$ cat src/rtl/alu_pkg.sv
package alu_pkg;
  typedef enum logic [1:0] {
    FN_AND  = 2'b00,
    FN_OR   = 2'b01,
    FN_SUM  = 2'b10,
    FN_LESS = 2'b11
  } fn_e;
endpackage

$ cat src/rtl/alu_cell.sv
module alu_cell
  import alu_pkg::*;
(
  input  logic a_i,
  input  logic b_i,
  input  logic a_inv_i,
  input  logic b_neg_i,
  input  logic cin_i,
  input  logic less_i,
  input  fn_e  fn_i,
  output logic res_o,
  output logic sum_o,
  output logic cout_o
);
  logic a_eff, b_eff;

  assign a_eff  = a_i ^ a_inv_i;
  assign b_eff  = b_i ^ b_neg_i;
  assign sum_o  = a_eff ^ b_eff ^ cin_i;
  assign cout_o = (a_eff & b_eff) | (a_eff & cin_i) | (b_eff & cin_i);

  always_comb begin
    unique case (fn_i)
      FN_AND:  res_o = a_eff & b_eff;
      FN_OR:   res_o = a_eff | b_eff;
      FN_SUM:  res_o = sum_o;
      FN_LESS: res_o = less_i;
      default: res_o = 1'b0;
    endcase
  end
endmodule

$ cat src/rtl/alu_flags.sv
module alu_flags #(
  parameter int W = 32
) (
  input  logic [W-1:0] res_i,
  input  logic         msb_cin_i,
  input  logic         msb_cout_i,
  output logic         zero_o,
  output logic         ovf_o
);
  // zero: wide NOR over the result word
  assign zero_o = ~(|res_i);
  // overflow: top carry in and out disagree
  assign ovf_o  = msb_cin_i ^ msb_cout_i;
endmodule

$ cat src/rtl/bitslice_alu.sv
module bitslice_alu
  import alu_pkg::*;
#(
  parameter int W = 32
) (
  input  logic [W-1:0] opa,
  input  logic [W-1:0] opb,
  input  logic [1:0]   fn_sel,
  input  logic         a_inv,
  input  logic         b_neg,
  output logic [W-1:0] res,
  output logic         zero,
  output logic         ovf,
  output logic         cout
);
  localparam int TOP = W - 1;

  fn_e  fn;
  logic set_bit;
  logic msb_cin;

  assign fn = fn_e'(fn_sel);

  for (genvar i = 0; i < W; i++) begin : g_bit
    logic ci, co, sm, rs;
    if (i == 0) begin : g_first
      assign ci = b_neg;
    end else begin : g_rest
      assign ci = g_bit[i-1].co;
    end
    alu_cell u_cell (
      .a_i     (opa[i]),
      .b_i     (opb[i]),
      .a_inv_i (a_inv),
      .b_neg_i (b_neg),
      .cin_i   (ci),
      .less_i  ((i == 0) ? set_bit : 1'b0),
      .fn_i    (fn),
      .res_o   (rs),
      .sum_o   (sm),
      .cout_o  (co)
    );
    assign res[i] = rs;
  end

  // top-cell sum fed back as the less-than bit
  assign set_bit = g_bit[TOP].sm;
  assign msb_cin = g_bit[TOP].ci;
  assign cout    = g_bit[TOP].co;

  alu_flags #(.W(W)) u_flags (
    .res_i      (res),
    .msb_cin_i  (msb_cin),
    .msb_cout_i (cout),
    .zero_o     (zero),
    .ovf_o      (ovf)
  );
endmodule

$ cat config.mk
export PLATFORM = sky130hd
export DESIGN_NAME = bitslice_alu
export DESIGN_NICKNAME = d
export VERILOG_FILES = /design/src/rtl/alu_pkg.sv /design/src/rtl/alu_cell.sv /design/src/rtl/alu_flags.sv /design/src/rtl/bitslice_alu.sv
export SDC_FILE = /design/constraint.sdc
export NUM_CORES = 1
export LEC_CHECK = 0
export BUFFER_PORTS_ARGS = -buffer_cell sky130_fd_sc_hd__clkbuf_2
export CAP_MARGIN = 20
export CORE_ASPECT_RATIO = 1.5
export CORE_UTILIZATION = 27
export DETAILED_ROUTE_END_ITERATION = 8
export GPL_TIMING_DRIVEN = 0
export SYNTH_ARGS = -nofsm -noshare
export SYNTH_HDL_FRONTEND = slang
export SYNTH_SLANG_ARGS = --single-unit
$ cat constraint.sdc
create_clock -name vclk -period 21.2
set_input_delay 3.18 -clock vclk [all_inputs]
set_output_delay 3.18 -clock vclk [all_outputs]
set_load 0.02 [all_outputs]
==> impl_results.md, run 1 <==
* Status: completed
* Layout Cells excl Fill at 667
* YS warnings at 0
* Drc violations at 0
* Switching power at 0.0000843 W
* Crit end category: output port
* Io pins at 103
* Post-layout worst setup margin at 0.519 ns
* Critical Path Source: a_inv
* Area Overhead vs Synth at 21.1%
* Seq cells at 0
* Util after Layout at 0.336
* Total Neg Setup Slack at 0 ns
* Die area at 13,300 um2
* Row count at 50
* CP dominant cell by count: fa_1
* Worst setup path end: zero
* Fin nets at 676
* Final setup viols at 0
* Cell Area, Synth at 3450 um2
* Synthesized Nets at 575
* Max Fclk at 0.0484 GHz
* Gr usage total at 0.150
* Dpl hpwl at 8310 um
* Clock share of power at 0
* Initial antenna violation count at 0
* Crit path time final at 20.68 ns
* Worst Tran Pin Value at 0.974 ns
* Worst VDD drop at 0.0000171 V
* Commonest non-fill, non-tap cell in the layout: clkbuf_2
* Reg area at 0 um2
* Relative slew slack at 0.351
* Switching portion of total power at 0.563
* Routed len/inst at 14.8 um
* Pleak at 2.28 nW
* Overall die width at 94.4 um
* Vias in the first global route at 3,167
* Max-cap violation count at 0
* Pin count of the biggest net entering global routing at 11
* Fin crit share at 0.976
* Internal at 0.0000655 W
* Pwr per Cell Area at 35.8 nW/um2
* Number of DRC markers in iteration 0 at 78
* Netlist cell types at 26
* ANT cells at 0
* Layout cells sized above 1 at 0.288
* Most frequent cells in the layout: clkbuf_2 (100), inv_1 (67), ha_1 (64), xor2_1 (63), nor2b_1 (40)
* Worst endpoint required time at 18.02 ns
* Mean post-synth cell area at 8.38 um2
* Crit-path slowest cell: fa_1
* Worst min path class: in2out
* DR vias/cell at 4.40
* First-pass DRT Iterations at 4
* Final-report hold violation count at 0
* CP Max Fanout at 10
* Port Buf Inserts at 99
* First-pass GRT wire length at 15,500 um
* Routability Congestion at 0.747
* CLK BUF at 0
* Setup slack at placement at -0.394 ns
* Crit path kind: in2out
* Seq/Total Area, Yosys at 0
* Post-Place Cells at 667
* Reg power frac at 0
* Slowest cell delay on critical path at 0.50 ns
* Via count at 2,934
* Core area at 12,400 um2
* Post-Synthesis Cells at 412
* Die height at 141 um
* Routed Antenna Nets at 0
* Final WL at 9880 um
* Global route overflow at 0
* Max Slew Vio Count at 0
* Post-CTS Setup Inserts at 0
* Comb pwr share at 1.000
* Worst Path Arrival at 17.50 ns
* Starting density of the core at 0.277
* Startpoint types: input pin
-- worst max-delay path: cells and delay by family --
kind / cells / cell delay [ns]
compound gates: 2 / 0.46
xor+xnor: 1 / 0.15
fa+ha+maj: 31 / 12.38
buf+inv: 5 / 0.68
simple gates: 3 / 0.68
-- worst min path at each step --
| stage | start | to | slack [ns] | cells past startpoint |
|---|---|---|---|---|
| global route | fn_sel[0] | res[19] | 6.97 | 4 |
| global placement | fn_sel[0] | res[29] | 6.95 | 4 |
| finish | fn_sel[0] | res[19] | 6.94 | 4 |
| CTS | fn_sel[0] | res[19] | 6.96 | 4 |
| detailed placement | fn_sel[0] | res[19] | 6.95 | 4 |
| floorplan | fn_sel[0] | res[19] | 6.75 | 3 |
-- cells in the mapped netlist --
library cell / n / area share
nor4_1: 4 / 0.0072
mux2i_1: 3 / 0.0087
and4_1: 1 / 0.0025
buf_4: 33 / 0.072
xnor2_1: 3 / 0.0076
nand2b_1: 1 / 0.0018
nor2_1: 2 / 0.0022
nor2b_4: 1 / 0.0040
o31ai_1: 1 / 0.0022
buf_2: 5 / 0.0072
a21oi_1: 11 / 0.016
clkbuf_1: 11 / 0.012
nor2b_1: 40 / 0.072
o221ai_1: 1 / 0.0025
ha_1: 64 / 0.23
o22ai_1: 12 / 0.022
buf_6: 3 / 0.0098
o31a_1: 18 / 0.046
and2b_1: 7 / 0.015
fa_1: 31 / 0.18
clkinv_1: 1 / 0.0011
o21ai_0: 21 / 0.030
buf_1: 3 / 0.0033
or4_1: 5 / 0.011
inv_1: 67 / 0.073
xor2_1: 63 / 0.16
-- stage by stage --
step	power [W]	instance area, um2	hold WS (ns)
after floorplan	0.000107	3450	6.75
after global routing	0.000169	4180	6.97
after detailed placement	0.000150	4150	6.95
after global placement	0.000144	4150	6.95
final	0.000150	4180	6.94
after CTS	0.000151	4160	6.96
-- cells by family after synthesis --
family                     share of synthesized area
adders and majority gates                      0.411
xor gates and xnor gates                       0.167
and+or+nand+nor                                0.116
buffers and inverters                          0.178
AOI/OAI and AO/OA                              0.118
muxes                                        0.00869
-- power by group through the flow --
stage	Combinational, W	Clock (W)	Sequential (W)
floorplan	0.000107	0	0
global route	0.000169	0	0
finish	0.000150	0	0
detailed placement	0.000150	0	0
CTS	0.000151	0	0
global placement	0.000144	0	0
-- area by class of cell --
type	instances	area [um2]
Inverter	68	255
Fill cell	1318	8270
Tap cell	156	195
Buffer	55	387
Timing Repair Buffer	99	495
Multi-Input combinational cell	289	2850
-- routing by layer --
| layer | wire (um) | track usage | part of all wire |
|---|---|---|---|
| met1 | 3860 | 0.169 | 0.39 |
| met2 | 5490 | 0.304 | 0.56 |
| met3 | 326 | 0.00489 | 0.033 |
| met4 | 196 | 0.0267 | 0.020 |
| met5 | 0 | 0 | 0 |
-- what timing repair did --
| action | in CTS | in global routing |
|---|---|---|
| pin swaps | 0 | 1 |
| gates resized for setup | 4 | 14 |
| hold buffers | 0 | 0 |
| endpoints found under the setup margin | 1 | 1 |
(Power assumes the default switching activity.)
==> run 2, diff against run 1 <==
Settings changed: ABC_AREA set to 1, REMOVE_ABC_BUFFERS set to 1.
==> run 2 against run 1 <==
Against the previous run:
- worst hold slack worse by 0.011 ns
- final area decreased by 5.1%
- non-clock buffer count fell by 48
- wire length down 21%
==> impl_results.md, run 2 <==
* Status: completed
* Worst endpoint required time at 18.02 ns
* Post-Synthesis Cells at 505
* Pleak at 2.27 nW
* Max Slew Vio Count at 0
* CP dominant cell by count: fa_1
* Critical Path Source: a_inv
* Seq/Total Area, Yosys at 0
* Global route overflow at 0
* Yosys top cell by area: ha_1
* Layout cells sized above 1 at 0.198
* Pwr per Cell Area at 33.9 nW/um2
* Critical path depth at 46
* Crit path kind: in2out
* CP Max Fanout at 19
* Cell family with most CP delay: adder cells
* Initial antenna violation count at 0
* Post-synth top cells: inv_1 (123), nand2_1 (102), ha_1 (64)
* Crit-path slowest cell: fa_1
* Reg area at 0 um2
* Seq cells at 0
* Worst Path Arrival at 17.29 ns
* Crit end category: output port
* Io pins at 103
* Mean post-synth cell area at 6.95 um2
* Hold depth at 4
* Number of DRC markers in iteration 0 at 26
* Row count at 50
* Share of the synthesized area in the top cell type at 0.228
* Routed Antenna Nets at 0
* Commonest non-fill, non-tap cell in the layout: inv_1
* Total Neg Setup Slack at 0 ns
* Startpoint types: input pin
* Cts repair resizes at 0
* Post-CTS Hold Fix Bufs at 0
* Final WL at 7760 um
* Max-cap violation count at 0
* Die area at 13,500 um2
* Slowest cell delay on critical path at 0.49 ns
* Cell Area, Synth at 3510 um2
* First-pass GRT wire length at 12,700 um
* Die height at 142 um
* Util after Layout at 0.316
* Gr usage total at 0.118
* Relative slew slack at 0.432
* ANT cells at 0
* DR vias/cell at 3.96
* Post-CTS Setup Inserts at 0
* Worst setup path end: zero
* Worst Path Buf+Inv at 5
* CLK BUF at 0
* Fin crit share at 0.966
* Drc violations at 0
* Worst Tran Pin Value at 0.851 ns
* Unrepaired setup endpoints after global routing: no
* Fin nets at 727
* Most frequent cells in the layout: inv_1 (123), nand2_1 (102), clkbuf_2 (102), ha_1 (64), xnor2_1 (61)
* Max Fclk at 0.0488 GHz
* YS warnings at 0
* Routability Congestion at 0.701
* Overall die width at 95.1 um
* Crit path time final at 20.47 ns
* Dpl hpwl at 6680 um
* Starting density of the core at 0.279
* First-pass DRT Iterations at 4
* Most common cell in the synthesized netlist: inv_1
* Vias in the first global route at 2,701
* Port Buf Inserts at 103
* Worst min path class: in2out
* Final setup viols at 0
* Core area at 12,600 um2
* Via count at 2,842
* Final-report hold violation count at 0
* Fillers at 1,419
* Netlist cell types at 17
* Area Overhead vs Synth at 13.1%
* Largest cells by area after synthesis: ha_1 (23%), fa_1 (18%), xnor2_1 (15%), inv_1 (13%), nand2_1 (11%)
* Pin count of the biggest net entering global routing at 33
* Worst VDD drop at 0.0000205 V
* Routed len/inst at 10.8 um
-- run 2: cell types whose count changed in the layout (fill, tap and decap cells not counted), moves of 35 or more --
| cell | change |
|---|---|
| nand3_1 | +35 |
| nor2b_1 | -40 |
| inv_1 | +56 |
| xnor2_1 | +58 |
| nand2_1 | +102 |
| xor2_1 | -60 |
-- run 2: layer usage --
layer | up-vias | track usage | wire length, um
met5 | - | 0 | 0
met4 | 0 | 0.00558 | 42
met3 | 2 | 0.00429 | 259
met2 | 62 | 0.236 | 4250
met1 | 1270 | 0.141 | 3210
li1 | 1508 | - | -
-- run 2: report_power, final --
part / internal (W) / switching [W] / total [W]
registers: 0 / 0 / 0
logic: 0.0000522 / 0.0000824 / 0.000135
clock network: 0 / 0 / 0
-- run 2: worst min path at each step --
stage               from      end  slack [ns]
2_1_floorplan  fn_sel[0]   res[2]        6.61
3_3_place_gp   fn_sel[0]  res[23]        6.91
3_5_place_dp   fn_sel[0]   res[2]        6.94
4_1_cts        fn_sel[0]   res[2]        6.94
5_1_grt        fn_sel[0]   res[2]        6.98
6_report       fn_sel[0]   res[2]        6.93
-- run 2: worst min-delay path: stages --
cell	delay, ns
clkbuf_2	0.16
nand3b_1	0.11
nand3_1	0.11
clkbuf_2	0.18
-- run 2: final cells by class --
cell class | instances | area [um2] | share of cell area
inverter | 125 | 469 | 0.118
multi-input combinational | 331 | 2730 | 0.686
tap | 156 | 195 | 0.0492
timing repair buffer | 106 | 581 | 0.146
-- run 2: logic make-up (layout without fill, tap and decap cells) --
| group | count (synthesis) | count (layout) | share of synthesized area |
|---|---|---|---|
| AOI/OAI and AO/OA | 1 | 1 | 0.00142 |
| adders and majority gates | 95 | 95 | 0.405 |
| and+or+nand+nor | 171 | 171 | 0.208 |
| buffers and inverters | 174 | 231 | 0.226 |
| xor gates and xnor gates | 64 | 64 | 0.160 |
-- run 2: per-stage QoR --
| step | setup slack, ns | hold slack, ns | cell area, um2 | total power [W] | std cells |
|---|---|---|---|---|---|
| 6_report | 0.728 | 6.93 | 3970 | 0.000135 | 718 |
| 5_1_grt | 0.0531 | 6.98 | 3970 | 0.000158 | 718 |
| 4_1_cts | 0.347 | 6.94 | 3970 | 0.000139 | 718 |
| 3_5_place_dp | 0.349 | 6.94 | 3970 | 0.000138 | 718 |
| 3_3_place_gp | 0.109 | 6.91 | 3900 | 0.000135 | 715 |
| 2_1_floorplan | 2.08 | 6.61 | 3190 | 0.0000945 | 456 |
==> run 3, diff against run 2 <==
Settings changed: PLACE_DENSITY set to 0.46, SYNTH_HIERARCHICAL set to 1.
==> run 3 against run 2 <==
Against the previous run:
- the flow now finishes with violations (setup timing)
- maximum frequency decreased by 3.9%
- global-route usage decreased by 0.34 points
- final area increased by 33%
- via count increased by 35%
- worst setup slack got worse by 0.84 ns
- largest cell class unchanged
- highest routed layer unchanged
==> impl_results.md, run 3 <==
* Final WL at 9350 um
* Initial antenna violation count at 0
* Final-report hold violation count at 0
* Max-cap violation count at 0
* Post-layout worst setup margin at -0.108 ns
* Dpl hpwl at 7490 um
* Unrepaired setup endpoints after global routing: yes
* Failing checks: setup timing
* Pwr per Cell Area at 32.2 nW/um2
* Startpoint types: input pin
* Pin count of the biggest net entering global routing at 54
* Post-Synthesis Cells at 706
* Crit end category: output port
* Util after Layout at 0.346
* Critical Path Source: a_inv
* CP dominant cell by count: inv_2
* Number of DRC markers in iteration 0 at 78
* DP Area at 4980 um2
* DR vias/cell at 3.76
* Drc violations at 0
* ANT cells at 0
* Status: complete, but fails checks
* Area Overhead vs Synth at 24.2%
* Fillers at 1,801
* Multi-input gate area at 3320 um2
* Via count at 3,838
* Worst min path class: in2out
* Core area at 15,300 um2
* Routability Congestion at 0.742
* Overall die width at 105 um
* Total Neg Setup Slack at -0.108 ns
* Most frequent cells in the layout: inv_1 (191), nand2_1 (167), clkbuf_2 (94), inv_2 (66), ha_1 (64)
* Final setup viols at 1
* Vias in the first global route at 3,555
* Die height at 156 um
* Fin crit share at 1.01
* Worst Path Arrival at 18.13 ns
* Mean post-synth cell area at 6.03 um2
* Commonest non-fill, non-tap cell in the layout: inv_1
* Max Slew Vio Count at 0
* Die area at 16,300 um2
* YS warnings at 6
* Slowest cell delay on critical path at 0.53 ns
* Crit path kind: in2out
* Seq cells at 0
* Layout Cell Area excl Fill at 5290 um2
* Worst Tran Pin Value at 0.704 ns
* Relative slew slack at 0.531
* Global route overflow at 0
* CP Max Fanout at 2
* Gr usage total at 0.115
* CLK BUF at 0
* Routed len/inst at 9.14 um
* Starting density of the core at 0.279
* First-pass GRT wire length at 15,600 um
* Row count at 55
* Layout Cells excl Fill at 1,022
* Port Buf Inserts at 103
* Worst VDD drop at 0.0000105 V
* Crit path time final at 21.31 ns
* Hold_sp: opa[28]
* Worst endpoint required time at 18.02 ns
* Pleak at 3.22 nW
* Reg area at 0 um2
* Setup slack at placement at -4.15 ns
* Routed Antenna Nets at 0
* Max Fclk at 0.0469 GHz
* Fin nets at 989
* Layout cells sized above 1 at 0.275
* Cell Area, Synth at 4260 um2
* Crit-path slowest cell: fa_2
* Post-Place Cells at 1,010
* Io pins at 103
* First-pass DRT Iterations at 4
[run 3: cell types whose count changed in the layout (fill, tap and decap cells not counted), sizes merged, moves of 5 or more]
cell / delta
buf: +18
inv: +132
clkbuf: -5
conb: +31
nand2: +68
xor2: +30
xnor2: -29
nand3: +29
nand3b: -9
[run 3: routing by layer]
metal,part of all wire,up-vias,global-route usage,routed length (um)
li1,-,2098,-,-
met1,0.42,1686,0.130,3930
met2,0.55,52,0.238,5100
met3,0.029,2,0.00835,270
met4,0.0047,0,0.00612,44
met5,0,-,0,0
[run 3: cell type report]
type / count / area share
well taps: 199 / 0.0471
multi-input cells: 447 / 0.628
inverters: 257 / 0.182
repair buffers: 119 / 0.142
[run 3: worst paths after layout]
check	end	slack (ns)	cells after the start
max	zero	-0.11	108
min	res[28]	7.06	8
[run 3: metrics by stage]
step	hold slack [ns]	total power, W
floorplan	6.56	0.000104
global placement	7.02	0.000149
detailed placement	7.02	0.000150
CTS	7.07	0.000171
global route	7.11	0.000198
finish	7.06	0.000170
[run 3: power by group]
part           switching [W]  total, W  internal, W
Sequential                 0         0            0
Clock                      0         0            0
Combinational       0.000102  0.000170    0.0000685
Total               0.000102  0.000170    0.0000685
[run 3: worst max-delay path, delay by kind of cell]
| kind | cells | cell delay (ns) |
|---|---|---|
| xor+xnor | 1 | 0.16 |
| buf+inv | 67 | 3.26 |
| simple gates | 8 | 0.66 |
| fa+ha+maj | 32 | 10.89 |
[run 3: what timing repair did]
item                                    in CTS  in global routing
hold endpoints to repair                     0                  0
pin swaps                                   39                  8
resized for setup                          109                 25
hold buffers                                 0                  0
gates cloned                                 1                  0
endpoints found under the setup margin      11                  5
setup buffers                               28                  5
